==> src/rtl/srs_pkg.sv <==
package srs_pkg;
  typedef enum logic [1:0] {
    MSG_GETS = 2'd0,
    MSG_GETM = 2'd1,
    MSG_UPG  = 2'd2,
    MSG_WB   = 2'd3
  } msg_kind_e;
endpackage

==> src/rtl/srs_fifo.sv <==
module srs_fifo #(
  parameter int W     = 8,
  parameter int DEPTH = 4
) (
  input  logic         clk,
  input  logic         rst_n,
  input  logic         push,
  input  logic [W-1:0] din,
  input  logic         pop,
  output logic [W-1:0] dout,
  output logic         empty,
  output logic         full
);
  localparam int PTR_W = (DEPTH > 1) ? $clog2(DEPTH) : 1;
  localparam int CNT_W = $clog2(DEPTH + 1);

  logic [W-1:0]     mem_q [DEPTH];
  logic [PTR_W-1:0] rd_q, rd_d, wr_q, wr_d;
  logic [CNT_W-1:0] cnt_q, cnt_d;
  logic             do_push, do_pop;

  assign full    = (cnt_q == CNT_W'(DEPTH));
  assign empty   = (cnt_q == '0);
  assign do_push = push && !full;
  assign do_pop  = pop && !empty;
  assign dout    = mem_q[rd_q];

  always_comb begin
    rd_d  = rd_q;
    wr_d  = wr_q;
    cnt_d = cnt_q;
    if (do_pop)
      rd_d = (rd_q == PTR_W'(DEPTH - 1)) ? '0 : rd_q + 1'b1;
    if (do_push)
      wr_d = (wr_q == PTR_W'(DEPTH - 1)) ? '0 : wr_q + 1'b1;
    if (do_push && !do_pop)
      cnt_d = cnt_q + 1'b1;
    else if (do_pop && !do_push)
      cnt_d = cnt_q - 1'b1;
  end

  always_ff @(posedge clk or negedge rst_n) begin
    if (!rst_n) begin
      rd_q  <= '0;
      wr_q  <= '0;
      cnt_q <= '0;
    end else begin
      rd_q  <= rd_d;
      wr_q  <= wr_d;
      cnt_q <= cnt_d;
    end
  end

  always_ff @(posedge clk) begin
    if (do_push) mem_q[wr_q] <= din;
  end
endmodule

==> src/rtl/srs_pick.sv <==
module srs_pick (
  input  logic clk,
  input  logic rst_n,
  input  logic grant,
  input  logic pr_ok,
  input  logic wb_ok,
  output logic send_pr,
  output logic send_wb
);
  // turn_q: 0 = request queue has the turn, 1 = write-back queue
  logic turn_q, turn_d;
  logic want_wb;

  assign want_wb = wb_ok && (turn_q || !pr_ok);
  assign send_wb = grant && want_wb;
  assign send_pr = grant && pr_ok && !want_wb;

  always_comb begin
    turn_d = turn_q;
    if (send_pr)      turn_d = 1'b1;
    else if (send_wb) turn_d = 1'b0;
  end

  always_ff @(posedge clk or negedge rst_n) begin
    if (!rst_n) turn_q <= 1'b0;
    else        turn_q <= turn_d;
  end
endmodule

==> src/rtl/slot_req_sched.sv <==
module slot_req_sched #(
  parameter int ID_W    = 2,
  parameter int CORE_ID = 0,
  parameter int ADDR_W  = 8,
  parameter int DEPTH   = 4
) (
  input  logic              clk,
  input  logic              rst_n,
  input  logic              slot_start,
  input  logic [ID_W-1:0]   slot_owner,
  input  logic              pr_push,
  input  logic [1:0]        pr_kind,
  input  logic [ADDR_W-1:0] pr_addr,
  output logic              pr_full,
  input  logic              wb_push,
  input  logic [ADDR_W-1:0] wb_addr,
  output logic              wb_full,
  output logic [ADDR_W-1:0] query_addr,
  input  logic              query_pending,
  output logic              bus_valid,
  output logic [1:0]        bus_kind,
  output logic [ADDR_W-1:0] bus_addr
);
  import srs_pkg::*;
  localparam int PR_W = ADDR_W + 2;

  logic              grant;
  logic [PR_W-1:0]   pr_head;
  logic [1:0]        pr_head_kind;
  logic [ADDR_W-1:0] pr_head_addr;
  logic [ADDR_W-1:0] wb_head_addr;
  logic              pr_empty, wb_empty;
  logic              upg_blocked, pr_ok, wb_ok;
  logic              send_pr, send_wb;
  logic              valid_d;
  logic [1:0]        kind_d;
  logic [ADDR_W-1:0] addr_d;

  assign grant = slot_start && (slot_owner == ID_W'(CORE_ID));

  srs_fifo #(.W(PR_W), .DEPTH(DEPTH)) pr_q_i (
    .clk(clk), .rst_n(rst_n),
    .push(pr_push), .din({pr_kind, pr_addr}),
    .pop(send_pr), .dout(pr_head),
    .empty(pr_empty), .full(pr_full)
  );

  srs_fifo #(.W(ADDR_W), .DEPTH(DEPTH)) wb_q_i (
    .clk(clk), .rst_n(rst_n),
    .push(wb_push), .din(wb_addr),
    .pop(send_wb), .dout(wb_head_addr),
    .empty(wb_empty), .full(wb_full)
  );

  assign pr_head_kind = pr_head[PR_W-1 -: 2];
  assign pr_head_addr = pr_head[ADDR_W-1:0];
  assign query_addr   = pr_head_addr;

  assign upg_blocked = (pr_head_kind == MSG_UPG) && query_pending;
  assign pr_ok       = !pr_empty && !upg_blocked;
  assign wb_ok       = !wb_empty;

  srs_pick pick_i (
    .clk(clk), .rst_n(rst_n), .grant(grant),
    .pr_ok(pr_ok), .wb_ok(wb_ok),
    .send_pr(send_pr), .send_wb(send_wb)
  );

  always_comb begin
    valid_d = send_pr || send_wb;
    kind_d  = bus_kind;
    addr_d  = bus_addr;
    if (send_wb) begin
      kind_d = MSG_WB;
      addr_d = wb_head_addr;
    end else if (send_pr) begin
      kind_d = pr_head_kind;
      addr_d = pr_head_addr;
    end
  end

  always_ff @(posedge clk or negedge rst_n) begin
    if (!rst_n) begin
      bus_valid <= 1'b0;
      bus_kind  <= 2'd0;
      bus_addr  <= '0;
    end else begin
      bus_valid <= valid_d;
      if (valid_d) begin
        bus_kind <= kind_d;
        bus_addr <= addr_d;
      end
    end
  end
endmodule

==> config.mk <==
export PLATFORM = sky130hd
export DESIGN_NAME = slot_req_sched
export DESIGN_NICKNAME = d
export VERILOG_FILES = /design/src/rtl/srs_pkg.sv /design/src/rtl/srs_fifo.sv /design/src/rtl/srs_pick.sv /design/src/rtl/slot_req_sched.sv
export SDC_FILE = /design/constraint.sdc
export NUM_CORES = 1
export LEC_CHECK = 0
export BUFFER_PORTS_ARGS = -buffer_cell sky130_fd_sc_hd__buf_2
export CAP_MARGIN = 20
export CORE_MARGIN = 4
export CORE_UTILIZATION = 40
export DETAILED_ROUTE_END_ITERATION = 10
export PLACE_DENSITY = 0.62
export SYNTH_ARGS = -nofsm -noshare
export SYNTH_HDL_FRONTEND = slang
export SYNTH_HIERARCHICAL = 1
export SYNTH_SLANG_ARGS = --single-unit
==> constraint.sdc <==
create_clock -name clk -period 5.7 [get_ports clk]
set_input_delay 0.855 -clock clk [delete_from_list [all_inputs] [get_ports clk]]
set_output_delay 0.855 -clock clk [all_outputs]
set_load 0.01 [all_outputs]
Yosys cells after proc, flatten, opt, wreduce, memory -nomap -nowiden --
Memories as Yosys holds them, arrays and structs flattened. Cells that the tools add are included. W data, S select, Z words.
Word-level totals: register bits 26, bits in writable memories 72, input port bits 26, output and inout port bits 21, word-level logic and storage cells 80, memories kept 2
Operators by class: add/sub/neg operators 8, eq/ne operators 7, multiplexer cells 18, reductions and logical operators 35
Memories:
- pr_q_i.mem_q | depth 4, width 10, rd ports 1, clocked after memory_dff 0, wr ports 1, line srs_fifo.sv:17 | logic [W-1:0] mem_q [DEPTH];
- wb_q_i.mem_q | depth 4, width 8, rd ports 1, clocked after memory_dff 0, wr ports 1, line srs_fifo.sv:17
Operators by type and width (number):
- $mux W8 | 2
- $logic_and A1 B1 Y1 | 15
- $mux W2 | 6
- $mux W3 | 4
- $logic_not A1 Y1 | 11
- $eq A2 B2 Y1 const B | 5
- $add A2 B1 Y2 const B | 4
- $add A3 B1 Y3 const B | 2
- $eq A3 B3 Y1 const B | 2
- $logic_not A3 Y1 | 2
- $mux W1 | 6
- $reduce_bool A2 Y1 | 3
- $sub A3 B1 Y3 const B | 2
- $logic_not A2 Y1 | 1
- $logic_or A1 B1 Y1 | 2
- $reduce_and A2 Y1 | 1

Logic depth before layout (Yosys ltp) --
Gate-level depths: netlist of the first run. An unclocked memory read counts as a cell.
word-level depth 14, mapped depth 13, mapped depth without buffers 12

Hierarchy --
The synthesis of the first run kept the hierarchy.
By module, submodules not included:
- srs_fifo (pr_q_i) | instances 1, cells each 89, area an instance 1885.6 um2
- srs_fifo (wb_q_i) | instances 1, cells each 79, area an instance 1596.5 um2
- slot_req_sched | instances 1, cells each 47, area an instance 506.7 um2
- srs_pick | instances 1, cells each 8, area an instance 61.3 um2

Least setup slack after synthesis of the first run --
No wires, ideal clock.
path kind input to register, start input slot_owner[1], end register pr_q_i.cnt_q[1], setup time 0.125 ns, data arrival time 2.682 ns, required time 5.575 ns, path slack 2.893 ns, stages 8, cells stage by stage nor3b_1 -> nand2_1 -> a21oi_1 -> o31ai_2 -> ha_1 -> inv_1 -> fa_1 -> mux2_2
On the way: longest elaborated chain between the ends 8, elaborated cells on any way between the ends 10, classes of those cells mux (1); reduce/logical (9)
Ends and longest elaborated chain:
- from (decl) | line slot_req_sched.sv:10 | input logic [ID_W-1:0] slot_owner,
- $logic_not A2 Y1 | line slot_req_sched.sv:39 | assign grant = slot_start && (slot_owner == ID_W'(CORE_ID));
- $logic_and A1 B1 Y1 | line slot_req_sched.sv:39
- $logic_and A1 B1 Y1 (2 in a row) | line srs_pick.sv:16 | assign send_pr = grant && pr_ok && !want_wb;
- named net send_pr | line slot_req_sched.sv:34 | logic send_pr, send_wb;
- $logic_and A1 B1 Y1 | line srs_fifo.sv:25 | assign do_pop = pop && !empty;
- $logic_not A1 Y1 | line srs_fifo.sv:36 | if (do_push && !do_pop)
- $logic_and A1 B1 Y1 | line srs_fifo.sv:36
- $mux W3 | line srs_fifo.sv:36
- named net pr_q_i.cnt_d[1] | line srs_fifo.sv:19 | logic [CNT_W-1:0] cnt_q, cnt_d;
- to (signal assigned) | line srs_fifo.sv:50 | cnt_q <= cnt_d;
- to (decl) | line srs_fifo.sv:19
The timed path passes the listed nets, and every way through them passes these cells. A chain may end at the register's enable or synchronous reset.

Worst setup path in the final report of the first run --
start register pr_q_i.rd_q[0], end register wb_q_i.cnt_q[2]
On the way: longest elaborated chain between the ends 13, elaborated cells on any way between the ends 15, classes of those cells eq/ne (1); mux (1); reduce/logical (12); memory (1)
Ends and longest elaborated chain:
- from (decl) | line srs_fifo.sv:18 | logic [PTR_W-1:0] rd_q, rd_d, wr_q, wr_d;
- from (signal assigned) | line srs_fifo.sv:48 | rd_q <= rd_d;
- $mem_v2 Z4 W10 (*)
- named net pr_head[9] | line slot_req_sched.sv:28 | logic [PR_W-1:0] pr_head;
- $eq A2 B2 Y1 (*) | line slot_req_sched.sv:59 | assign upg_blocked = (pr_head_kind == MSG_UPG) && query_pending;
- $logic_and A1 B1 Y1 (*) | line slot_req_sched.sv:59
- $logic_not A1 Y1 (*) | line slot_req_sched.sv:60 | assign pr_ok = !pr_empty && !upg_blocked;
- $logic_and A1 B1 Y1 (*) | line slot_req_sched.sv:60
- named net pr_ok | line slot_req_sched.sv:33 | logic upg_blocked, pr_ok, wb_ok;
- $logic_not A1 Y1 (*) | line srs_pick.sv:14 | assign want_wb = wb_ok && (turn_q || !pr_ok);
- $logic_or A1 B1 Y1 (*) | line srs_pick.sv:14
- $logic_and A1 B1 Y1 (*) | line srs_pick.sv:14
- $logic_and A1 B1 Y1 (*) | line srs_pick.sv:15 | assign send_wb = grant && want_wb;
- named net send_wb | line slot_req_sched.sv:34
- $logic_and A1 B1 Y1 (*) | line srs_fifo.sv:25
- $logic_not A1 Y1 | line srs_fifo.sv:36
- $logic_and A1 B1 Y1 | line srs_fifo.sv:36
- $mux W3 / $reduce_bool A2 Y1 (equally long branches)
- to (signal assigned) | line srs_fifo.sv:50
- to (decl) | line srs_fifo.sv:19
The timed path passes the listed nets; every way through them passes the cells marked *.

==> key figures, run 1 <==
Run status
  • Status: complete, no violations

Yosys
  • Top cell type's share of synthesized area: 0.534
  • Syn Area/Cell: 18.2 um^2
  • Number of synthesized register bits: 98
  • Synth area leaders: edfxtp_1, dfrtp_1, mux4_2
  • EDFF count, synth: 72
  • Netlist cell types: 31
  • Synth Area in XOR/XNOR: 0.0130
  • Most common cell in the synthesized netlist: edfxtp_1
  • Syn Nets: 263
  • Synth Flop Type: edfxtp_1
  • Top post-synthesis cells by count: edfxtp_1, dfrtp_1, mux4_2, ha_1, nand2_1
  • Post-synthesis mux area share: 0.146
  • Synthesis Warnings: 6
  • Compound-cell area share of the yosys netlist: 0.0324
  • Seq/Total Area, Yosys: 0.694
  • Ys async rst share: 0.265
  • Yosys top cell by area: edfxtp_1
  • Post-Syn Area: 4050 um^2
  • Post-Synth Simple-Gate Area: 0.0460
  • Synthesized-area fraction occupied by adder cells: 0.0470
  • Cells after synthesis: 223
  • Largest family of logic cells by synthesized area: multiplexers

Timing
  • Hold violation total from the final report: 0
  • Fin crit share: 0.566
  • Measured slew at the worst slew-check pin: 0.744 ns
  • Slew Limit Fails: 0
  • Minimum clock period: 3.23 ns
  • Final Skew: 0.00846 ns
  • Highest Clock Rate: 310 MHz
  • Hold slack final: 0.518 ns
  • RSZ-0062 raised after global routing: false
  • Max transition margin: 0.504
  • Setup TNS Final: 0 ns
  • Finish-stage setup viols: 0

Critical path
  • CP Depth: 11
  • Critical path's most frequent cell: xor2_1
  • CP max FO: 20
  • WS Path Type: reg2reg
  • CP max stage cell: dfrtp_1
  • R2r worst-path depth: 11
  • Crit path launch: pr_q_i/rd_q[0]
  • CP Launch Type: flop
  • Critical path, cell by cell: mux4_2, a31oi_1, a21oi_1, buf_4, o31ai_2, ha_1, inv_1, fa_1, xor2_1, nor2_1, xor2_1
  • Worst Path Buf+Inv: 2
  • WP data required: 5.98 ns
  • Reg2Reg Setup Slack: 2.47 ns
  • Top Family by Delay on Critical Path: flip-flops
  • Max incr delay on CP: 0.83 ns
  • Reg2reg end: wb_q_i/cnt_q[2]
  • Worst r2r src: pr_q_i/rd_q[0]
  • Setup crit end: wb_q_i/cnt_q[2]
  • WP data arrival: 3.50 ns
  • Setup crit end kind: flop

Cells and area
  • Fin nets: 313
  • Filler cells: 920
  • Layout area overhead: 13.0%
  • # diodes: 0
  • Layout cells sized above 1: 0.338

Power and ir drop
  • Net Sw Frac: 0.326
  • Leakage power: 1.71 nW
  • Clock share of power: 0.175
  • Design Power: 2.19 mW
  • Internal power: 1.48 mW
  • Gate power share: 0.303
  • Max VDD drop: 0.000185 V
  • PD cells: 479 nW/um^2
  • Sequential Power Share: 0.523
  • P_sw: 0.714 mW

Run
  • # Max-Cap Violations: 0

Routing
  • Via-to-Cell Ratio: 4.95
  • Residual DRC: 0
  • Pre-Repair DR Iteration Count: 4
  • Iter 0 DRT Violations: 65
  • Final antenna-violating net count: 0
  • WL/cell: 17.2 um
  • Routed wire length: 7.06 mm
  • Vias: 2034

Clock tree
  • Root Buffer: clkbuf_8
  • Clk buf depth: 2
  • CTS Buf Count: 9
  • CTS tree: done
  • Total clock sinks: 98
  • Post-cts resize count: 0
  • Clock Latency Late Sink: 0.35 ns
  • CTS clk-pin slew, worst paths: 0.09 ns
  • Post-CTS Hold Buffers: 0
  • H-tree levels: 3
  • Post-CTS setup repair buffer count: 0

Floorplan
  • Die X: 109 um
  • Boundary Pins: 47
  • Rows: 36
  • CORE AREA: 9820 um^2
  • Die height: 109 um
  • Initial Util: 0.412
  • DIE AREA: 11800 um^2

Global route
  • Total overflow reported by the global router: 0
  • First-pass GRT wire length: 11.7 mm
  • Largest net degree at the start of global routing: 27
  • Gr usage total: 0.135
  • Vias in the first global route: 2251
  • Initial antenna violation count: 0

Placed design
  • Hpwl dp: 4.93 mm
  • IO Port Bufs: 46
  • RD Place Congestion: 0.656

Hold path
  • Hold crit path type: in2async
==> routing by layer <==
| layer | part of all wire | GRT usage | vias to the layer above | routed length (um) |
|---|---|---|---|---|
| met3 | 0.045 | 0.0420 | 9 | 318 |
| met5 | 0 | 0 | - | 0 |
| met1 | 0.45 | 0.176 | 1034 | 3190 |
| met4 | 0.011 | 0.0352 | 0 | 78 |
| met2 | 0.49 | 0.222 | 53 | 3470 |
| li1 | - | - | 938 | - |
==> cell type report <==
type                       count  area, um^2  area share
sequential                    98        2810       0.615
multi-input combinational    107        1150       0.252
inverter                       9        33.8     0.00738
clock inverter                 7        43.8     0.00957
clock buffer                   9         124      0.0271
timing repair buffer          48         245      0.0536
tap                          133         166      0.0364
==> kinds of logic (layout without fill, tap and decap cells) <==
kind of cell               Yosys count  in the layout
adders and majority gates           14             14
muxes                               34             34
DFF                                 98             98
buffers and inverters               18             73
AOI/OAI and AO/OA                   19             19
and+or+nand+nor                     34             34
xor gates and xnor gates             6              6
==> metrics by stage <==
stage               std cells  worst slack [ns]  area, um^2  utilization
finish                    411              2.47        4580        0.466
global route              411              2.14        4580        0.466
CTS                       411              2.40        4580        0.466
detailed placement        395              2.43        4410        0.449
global placement          395              2.51        4410        0.449
floorplan                 223              2.89        4050            -
==> worst min-delay path by stage <==
stage,endpoint,slack (ns),depth (start not counted)
after floorplan,pick_i/turn_q,0.47,1
after global placement,pick_i/turn_q,0.50,1
after detailed placement,pick_i/turn_q,0.51,1
after CTS,pick_i/turn_q,0.52,1
after global routing,pr_q_i/wr_q[0],0.55,1
final,bus_addr[5],0.52,1
==> sequential cells by signal (all words and copies together), names as in the netlist <==
signal         flops
wb_q_i/rd_q        2
pr_q_i/cnt_q       3
wb_q_i/mem_q      32
pr_q_i/mem_q      40
bus_addr           8
wb_q_i/wr_q        2
wb_q_i/cnt_q       3
bus_kind           2
pick_i/turn_q      1
pr_q_i/rd_q        2
pr_q_i/wr_q        2
bus_valid          1
==> power groups by stage <==
| stage | Combinational, mW | Sequential, mW | Clock, mW |
|---|---|---|---|
| floorplan | 0.519 | 1.09 | 0 |
| global placement | 0.662 | 1.16 | 0 |
| detailed placement | 0.682 | 1.17 | 0 |
| CTS | 0.682 | 1.15 | 0.401 |
| global route | 0.747 | 1.18 | 0.426 |
| finish | 0.663 | 1.15 | 0.383 |
==> cell usage in the layout, fill, tap and decap left out <==
cell type   count
nor3b_1         1
and2_1          8
buf_4           2
o21ai_1         7
dfrtp_1        26
o21ai_0         2
edfxtp_1       72
xnor2_1         2
or2_2           1
mux4_2         18
nor2_1          4
a211o_2         2
o31ai_2         2
mux2i_1         8
xor2_1          4
ha_1           12
nor2b_1         4
clkinv_4        1
clkinv_1        3
a21bo_1         1
mux2_4          4
clkbuf_8        9
clkinvlp_4      2
buf_2          46
nor3_1          4
inv_6           1
inv_1           9
fa_1            2
mux2_2          4
nand2_1        10
a21oi_1         2
nor3b_2         2
a31oi_1         1
a21o_1          2
No activity file was read; power rests on OpenSTA's default activity.
==> run 2, diff against run 1 <==
Settings changed: ABC_AREA set to 1, PLACE_DENSITY 0.62 to 0.64.
Clock period 5.7 ns to 2.66 ns, I/O delays scaled along.
==> run 2 against run 1 <==
Compared with the run above:
- count of clock-buffer cells in the layout grew 3
- design area grew 8.4%
- utilization shrank 0.85 points
- die area grew 8.3%
==> key figures, run 2 <==
Global route
  • Initial antenna violation count: 0 (unchanged)
  • Gr usage total: 0.136 (+0.00123)
  • First-pass GRT wire length: 13.6 mm (+16%)
  • Largest net degree at the start of global routing: 36 (+33%)
  • Vias in the first global route: 2866 (+27%)
  • Total overflow reported by the global router: 0 (unchanged)

Yosys
  • Largest family of logic cells by synthesized area: simple AND/OR/NAND/NOR gates
  • Ys async rst share: 0.265 (unchanged)
  • Synth area leaders: edfxtp_1, dfrtp_1, nand2_1
  • Most common cell in the synthesized netlist: nand2_1
  • Cells after synthesis: 403 (+81%)
  • Post-Syn Area: 4410 um^2 (+9.0%)
  • Top cell type's share of synthesized area: 0.490 (-0.0440)
  • Post-Synth Simple-Gate Area: 0.148 (+0.102)
  • Synthesis Warnings: 6 (unchanged)
  • Synth Area in XOR/XNOR: 0.00397 (-0.00901)
  • Netlist cell types: 23 (-26%)
  • EDFF count, synth: 72 (unchanged)
  • Number of synthesized register bits: 98 (unchanged)
  • Synthesized-area fraction occupied by adder cells: 0.0431 (-0.00387)
  • Syn Area/Cell: 11.0 um^2 (-40%)
  • Seq/Total Area, Yosys: 0.637 (-0.0573)
  • Post-synthesis mux area share: 0 (-0.146)
  • Synth Flop Type: edfxtp_1
  • Compound-cell area share of the yosys netlist: 0.0692 (+0.0367)
  • Syn Nets: 443 (+68%)
  • Top post-synthesis cells by count: nand2_1, inv_1, edfxtp_1, o211ai_1, nand3_1
  • Yosys top cell by area: edfxtp_1

Power and ir drop
  • Sequential Power Share: 0.456 (-0.067)
  • Max VDD drop: 0.000381 V (+110%)
  • Leakage power: 2.23 nW (+30%)
  • Clock share of power: 0.180 (+0.005)
  • Net Sw Frac: 0.369 (+0.0429)
  • P_sw: 1.86 mW (+160%)
  • Internal power: 3.18 mW (+120%)
  • PD cells: 1020 nW/um^2 (+110%)
  • Gate power share: 0.364 (+0.061)

Timing
  • Minimum clock period: 2.44 ns (-0.789 ns)
  • Final Skew: 0.00830 ns (-0.000157 ns)
  • Hold violation total from the final report: 0 (unchanged)
  • Max transition margin: 0.487 (-0.0166)
  • Finish-stage setup viols: 0 (unchanged)
  • RSZ-0062 raised after global routing: false
  • Highest Clock Rate: 410 MHz (+32%)
  • Setup TNS Final: 0 ns (unchanged)
  • Measured slew at the worst slew-check pin: 0.766 ns (+0.0220 ns)
  • Slew Limit Fails: 0 (unchanged)
  • Fin crit share: 0.916 (+0.350)

Floorplan
  • Initial Util: 0.407 (-0.00526)
  • Die height: 113 um (+4.1%)
  • CORE AREA: 10800 um^2 (+10%)
  • Boundary Pins: 47 (unchanged)
  • Die X: 113 um (+4.1%)
  • Rows: 38 (+5.6%)
  • DIE AREA: 12800 um^2 (+8.3%)

Clock tree
  • H-tree levels: 3 (unchanged)
  • Post-CTS setup repair buffer count: 0 (unchanged)
  • CTS clk-pin slew, worst paths: 0.09 ns (about the same)
  • Clock Latency Late Sink: 0.36 ns (about the same)
  • Root Buffer: clkbuf_8
  • CTS tree: done
  • Total clock sinks: 98 (unchanged)
  • Clk buf depth: 2 (unchanged)
  • CTS Buf Count: 9 (unchanged)

Routing
  • Met2 wire length: 3.84 mm (+10%)
  • Met3 WL: 302 um (-5.0%)
  • Iter 0 DRT Violations: 187 (+190%)
  • Residual DRC: 0 (unchanged)
  • Pre-Repair DR Iteration Count: 5 (+1)
  • Routed wire length: 7.99 mm (+13%)
  • Max Used Layer: met4
  • WL met1: 3.72 mm (+17%)
  • Final antenna-violating net count: 0 (unchanged)
  • WL/cell: 13.2 um (-23%)
  • Via-to-Cell Ratio: 4.64 (-6.3%)
  • Vias: 2805 (+38%)

Run
  • # Max-Cap Violations: 0 (unchanged)

Cells and area
  • Fin nets: 500 (+60%)
  • Filler cells: 1038 (+13%)
  • Most flops, register: pr_q_i/mem_q
  • Layout cells sized above 1: 0.174 (-0.164)
  • # diodes: 0 (unchanged)
  • Post-Layout Cell Count: 605 (+47%)
  • Layout area overhead: 12.4%
  • Top Registers: pr_q_i/mem_q: 40 flops, wb_q_i/mem_q: 32 flops, bus_addr: 8 flops
  • Fin area: 4960 um^2 (+8.4%)
  • Area occupied by multi-input gates: 1170 um^2 (+1.3%)
  • Max FFs per register: 40 (unchanged)
  • Most frequent cells in the layout: nand2_1, inv_1, edfxtp_1
  • Register area: 2810 um^2 (about the same)
  • Commonest non-fill, non-tap cell in the layout: nand2_1

Critical path
  • Critical path's most frequent cell: nand2_1
  • WP data required: 2.90 ns (-3.08 ns)
  • Max incr delay on CP: 0.41 ns (-0.42 ns)
  • CP max stage cell: dfrtp_1
  • WS Path Type: reg2reg
  • CP Launch Type: flop
  • WP data arrival: 2.67 ns (-0.83 ns)
  • Critical path, cell by cell: inv_1, o211ai_1, nand2_1, inv_1, nand3_1, nand2_1, inv_1, nand2_1, a21oi_1, nand2_1, ha_1, inv_1, fa_1, nand2_1, o21ai_0
  • CP max FO: 6 (-70%)
  • Setup crit end kind: flop
  • Worst Path Buf+Inv: 4 (+2)
  • Top Family by Delay on Critical Path: adder cells

Placed design
  • Hpwl dp: 5.76 mm (+17%)
  • Cells after DPL: 589 (+49%)
  • IO Port Bufs: 46 (unchanged)
  • Placed cell area: 4780 um^2 (+8.4%)
  • RD Place Congestion: 0.770 (+17%)

Run status
  • Status: complete, no violations

Hold path
  • Hold crit path type: in2async
-- run 2: timing repair --
item	in CTS	in global routing
hold buffers	0	0
endpoints found under the setup margin	0	4
gates resized for setup	0	1
-- run 2: stage by stage --
stage | power (mW) | util | setup WS (ns) | hold slack [ns]
2_1_floorplan | 3.65 | - | 0.193 | 0.103
3_3_place_gp | 4.12 | 0.441 | 0.346 | 0.443
3_5_place_dp | 4.20 | 0.441 | 0.197 | 0.457
4_1_cts | 5.11 | 0.458 | 0.182 | 0.0557
5_1_grt | 5.46 | 0.458 | 0.0506 | 0.0875
6_report | 5.04 | 0.458 | 0.223 | 0.0465
-- run 2: area by class of cell --
type | instances | share of cell area
flip-flops and latches | 98 | 0.567
multi-input cells | 214 | 0.235
repair buffers | 60 | 0.0676
inverters | 77 | 0.0583
well taps | 140 | 0.0353
clock buffers | 12 | 0.0272
clock inverters | 4 | 0.00933
-- run 2: worst paths after layout --
kind                                     start  cells past startpoint  slack, ns                  to
worst max-delay path            pr_q_i/rd_q[1]                     15       0.22     pr_q_i/cnt_q[1]
worst min-delay path                     rst_n                      1       0.05         bus_addr[7]
worst max register to register  pr_q_i/rd_q[1]                     15       0.22     pr_q_i/cnt_q[1]
worst min register to register     bus_addr[4]                      2       0.49         bus_addr[4]
max in group asynchronous                rst_n                      1       2.17      pr_q_i/rd_q[0]
min in group clk                    pr_addr[0]                      1       0.25  pr_q_i/mem_q[3][0]
-- run 2: cell families after synthesis --
kind of cell    Yosys count
compound gates           41
xor+xnor                  2
fa+ha+maj                14
buf+inv                  91
flops                    98
simple gates            157
-- run 2: power groups by stage --
stage	Combinational [mW]	Clock [mW]	Sequential, mW
2_1_floorplan	1.36	0	2.29
3_3_place_gp	1.81	0	2.32
3_5_place_dp	1.87	0	2.33
4_1_cts	1.88	0.931	2.30
5_1_grt	2.12	1.00	2.35
6_report	1.84	0.904	2.30
-- run 2: routing by layer --
metal | up-vias | track usage
met5 | - | 0
met1 | 1309 | 0.181
met3 | 11 | 0.0219
met2 | 52 | 0.217
li1 | 1433 | -
met4 | 0 | 0.0697
==> run 3, diff against run 2 <==
Settings changed: CELL_PAD_IN_SITES_DETAIL_PLACEMENT set to 2, CELL_PAD_IN_SITES_GLOBAL_PLACEMENT set to 2, CORE_UTILIZATION 40 to 35, PLACE_DENSITY 0.64 to 0.8, RECOVER_POWER set to 100.
Clock period 2.66 ns to 2 ns, I/O delays scaled along.
==> run 3 against run 2 <==
Compared with the run above:
- the flow now finishes with violations (setup timing)
- critical path depth is 1 higher
- global-route usage grew 7.2 points
- worst setup slack lost 0.73 ns
- count of clock-buffer cells in the layout down 1
- final cell count grew 12%
- critical path type unchanged
- largest power group is now combinational logic
- highest routed layer unchanged
==> key figures, run 3 (synthesized netlist as in run 2, its figures left out) <==
Run status
  • Status: finished, violations left
  • Violated checks: setup timing

Clock tree
  • CTS clk-pin slew, worst paths: 0.08 ns (about the same)
  • H-tree levels: 3 (unchanged)
  • CTS Buf Count: 9 (unchanged)
  • Clk buf depth: 2 (unchanged)
  • Clock Latency Late Sink: 0.37 ns (about the same)
  • Root Buffer: clkbuf_16
  • CTS tree: done
  • Total clock sinks: 98 (unchanged)

Critical path
  • WS Path Type: reg2reg
  • R2r worst-path depth: 16 (+1)
  • CP Launch Type: flop
  • CP max FO: 5 (-1)
  • Reg2reg end: wb_q_i/cnt_q[1]
  • Setup crit end kind: flop
  • Reg2Reg Setup Slack: -0.51 ns (-0.73 ns)
  • WP data required: 2.25 ns (-0.65 ns)
  • Worst r2r src: pr_q_i/rd_q[0]
  • WP data arrival: 2.76 ns (+0.09 ns)

Global route
  • Total overflow reported by the global router: 0 (unchanged)
  • Vias in the first global route: 3817 (+33%)
  • GR Layer Usage met2: 0.388 (+0.171)
  • Grt met3 use: 0.0323 (+0.0103)
  • Gr usage total: 0.208 (+0.0717)
  • Initial antenna violation count: 0 (unchanged)
  • GR Util met1: 0.231 (+0.0496)
  • First-pass GRT wire length: 22.0 mm (+62%)
  • Grt peak-use layer: met2
  • Largest net degree at the start of global routing: 36 (unchanged)

Timing
  • Finish-stage setup viols: 21 (+21)
  • Fin crit share: 1.25 (+0.338)
  • Minimum clock period: 2.51 ns (+0.0715 ns)
  • RSZ-0062 raised after global routing: true
  • Highest Clock Rate: 399 MHz (-2.9%)
  • Measured slew at the worst slew-check pin: 0.752 ns (-0.0141 ns)
  • Hold violation total from the final report: 0 (unchanged)
  • Slew Limit Fails: 0 (unchanged)
  • Max transition margin: 0.498 (+0.0113)
  • Final worst slack: -0.509 ns (-0.732 ns)
  • Final Skew: 0.0180 ns (+0.00965 ns)

Cells and area
  • Fin area: 5660 um^2 (+14%)
  • Layout area overhead: 28.3%
  • # diodes: 0 (unchanged)
  • Most flops, register: pr_q_i/mem_q
  • Post-Layout Cell Count: 675 (+12%)
  • Fin nets: 542 (+8.4%)
  • Top Registers: pr_q_i/mem_q: 40 flops, wb_q_i/mem_q: 32 flops, bus_addr: 8 flops
  • Filler cells: 1253 (+21%)
  • Commonest non-fill, non-tap cell in the layout: nand2_1
  • Layout cells sized above 1: 0.292 (+0.118)
  • Most frequent cells in the layout: nand2_1, edfxtp_1, inv_1
  • Max FFs per register: 40 (unchanged)

Routing
  • Vias: 3297 (+18%)
  • Residual DRC: 0 (unchanged)
  • WL/cell: 21.6 um (+63%)
  • Via-to-Cell Ratio: 4.88 (+5.4%)
  • Pre-Repair DR Iteration Count: 4 (-1)
  • Final antenna-violating net count: 0 (unchanged)
  • Routed wire length: 14.6 mm (+82%)
  • Iter 0 DRT Violations: 176 (-5.9%)

Placed design
  • Cells after DPL: 635 (+7.8%)
  • IO Port Bufs: 46 (unchanged)
  • Placed cell area: 4990 um^2 (+4.4%)
  • Hpwl dp: 9.03 mm (+57%)
  • Pre-CTS WS: -0.505 ns (-0.702 ns)
  • RD Place Congestion: 0.755 (-2.0%)

Floorplan
  • Die X: 120 um (+6.4%)
  • Initial Util: 0.363 (-0.0442)
  • Boundary Pins: 47 (unchanged)
  • Die height: 120 um (+6.4%)
  • DIE AREA: 14500 um^2 (+13%)
  • Rows: 40 (+5.3%)
  • CORE AREA: 12200 um^2 (+12%)

Hold path
  • Hold Startpoint: pr_push
  • End of the worst hold path: pr_q_i/wr_q[1]
  • Hold crit path type: in2reg
  • Hold Crit Depth: 3

Power and ir drop
  • Leakage power: 2.47 nW (+10%)
  • PD cells: 1550 nW/um^2 (+53%)
  • Max VDD drop: 0.000551 V (+45%)

Run
  • # Max-Cap Violations: 0 (unchanged)
-- run 3: final cells by class --
| cell class | count | area, um^2 | area share |
|---|---|---|---|
| clock inverters | 5 | 76.3 | 0.0135 |
| well taps | 168 | 210 | 0.0371 |
| flip-flops and latches | 98 | 2810 | 0.497 |
| inverters | 77 | 303 | 0.0535 |
| repair buffers | 102 | 611 | 0.108 |
| multi-input cells | 214 | 1400 | 0.247 |
| clock buffers | 11 | 253 | 0.0446 |
-- run 3: layer usage --
metal	wire, um	up-vias
met4	386	0
li1	-	1531
met5	0	-
met1	5670	1682
met2	8060	61
met3	459	23
-- run 3: stage by stage --
step | power, mW | utilization | setup TNS, ns | hold slack [ns]
final | 8.78 | 0.466 | -5.02 | 0.205
after global routing | 9.33 | 0.466 | -7.39 | 0.217
after CTS | 8.47 | 0.464 | -2.88 | 0.156
after detailed placement | 6.14 | 0.410 | -3.10 | 0.372
after global placement | 5.77 | 0.410 | -0.506 | 0.360
after floorplan | 4.92 | - | -1.02 | 0.00441
-- run 3: timing repair --
action,4_1_cts,5_1_grt
resized for setup,48,25
hold endpoints to repair,18,0
endpoints found under the setup margin,22,29
buffers inserted,20,7
hold buffers,1,0
pin swaps,22,15
-- run 3: where the power goes --
group          internal, mW  leakage [nW]  switching [mW]
Clock                  1.16         0.159           0.802
Combinational          1.38          1.33            2.35
Sequential             2.76         0.978           0.337
Total                  5.30          2.47            3.49
-- run 3: critical path, cell delays in order (launching register included) --
cell and delay (ns):
dfrtp_2 0.42, buf_6 0.13, o211ai_1 0.23, nand2_1 0.13
inv_2 0.09, nand3_2 0.08, nand2_2 0.09, inv_4 0.05
nand2_4 0.09, nand3_4 0.10, inv_4 0.10, nand2_4 0.07
ha_4 0.17, inv_4 0.05, fa_2 0.42, nand2_2 0.09
o21ai_2 0.07
-- run 3: worst max-delay path by stage --
stage                   start              end  depth (start not counted)
6_report       pr_q_i/rd_q[0]  wb_q_i/cnt_q[1]                         16
5_1_grt        pr_q_i/rd_q[0]  wb_q_i/cnt_q[1]                         16
4_1_cts        pr_q_i/rd_q[0]  pr_q_i/cnt_q[1]                         15
3_5_place_dp   pr_q_i/rd_q[0]  wb_q_i/cnt_q[2]                         17
3_3_place_gp   pr_q_i/rd_q[0]  wb_q_i/cnt_q[2]                         16
2_1_floorplan  pr_q_i/rd_q[0]  pr_q_i/cnt_q[1]                         15
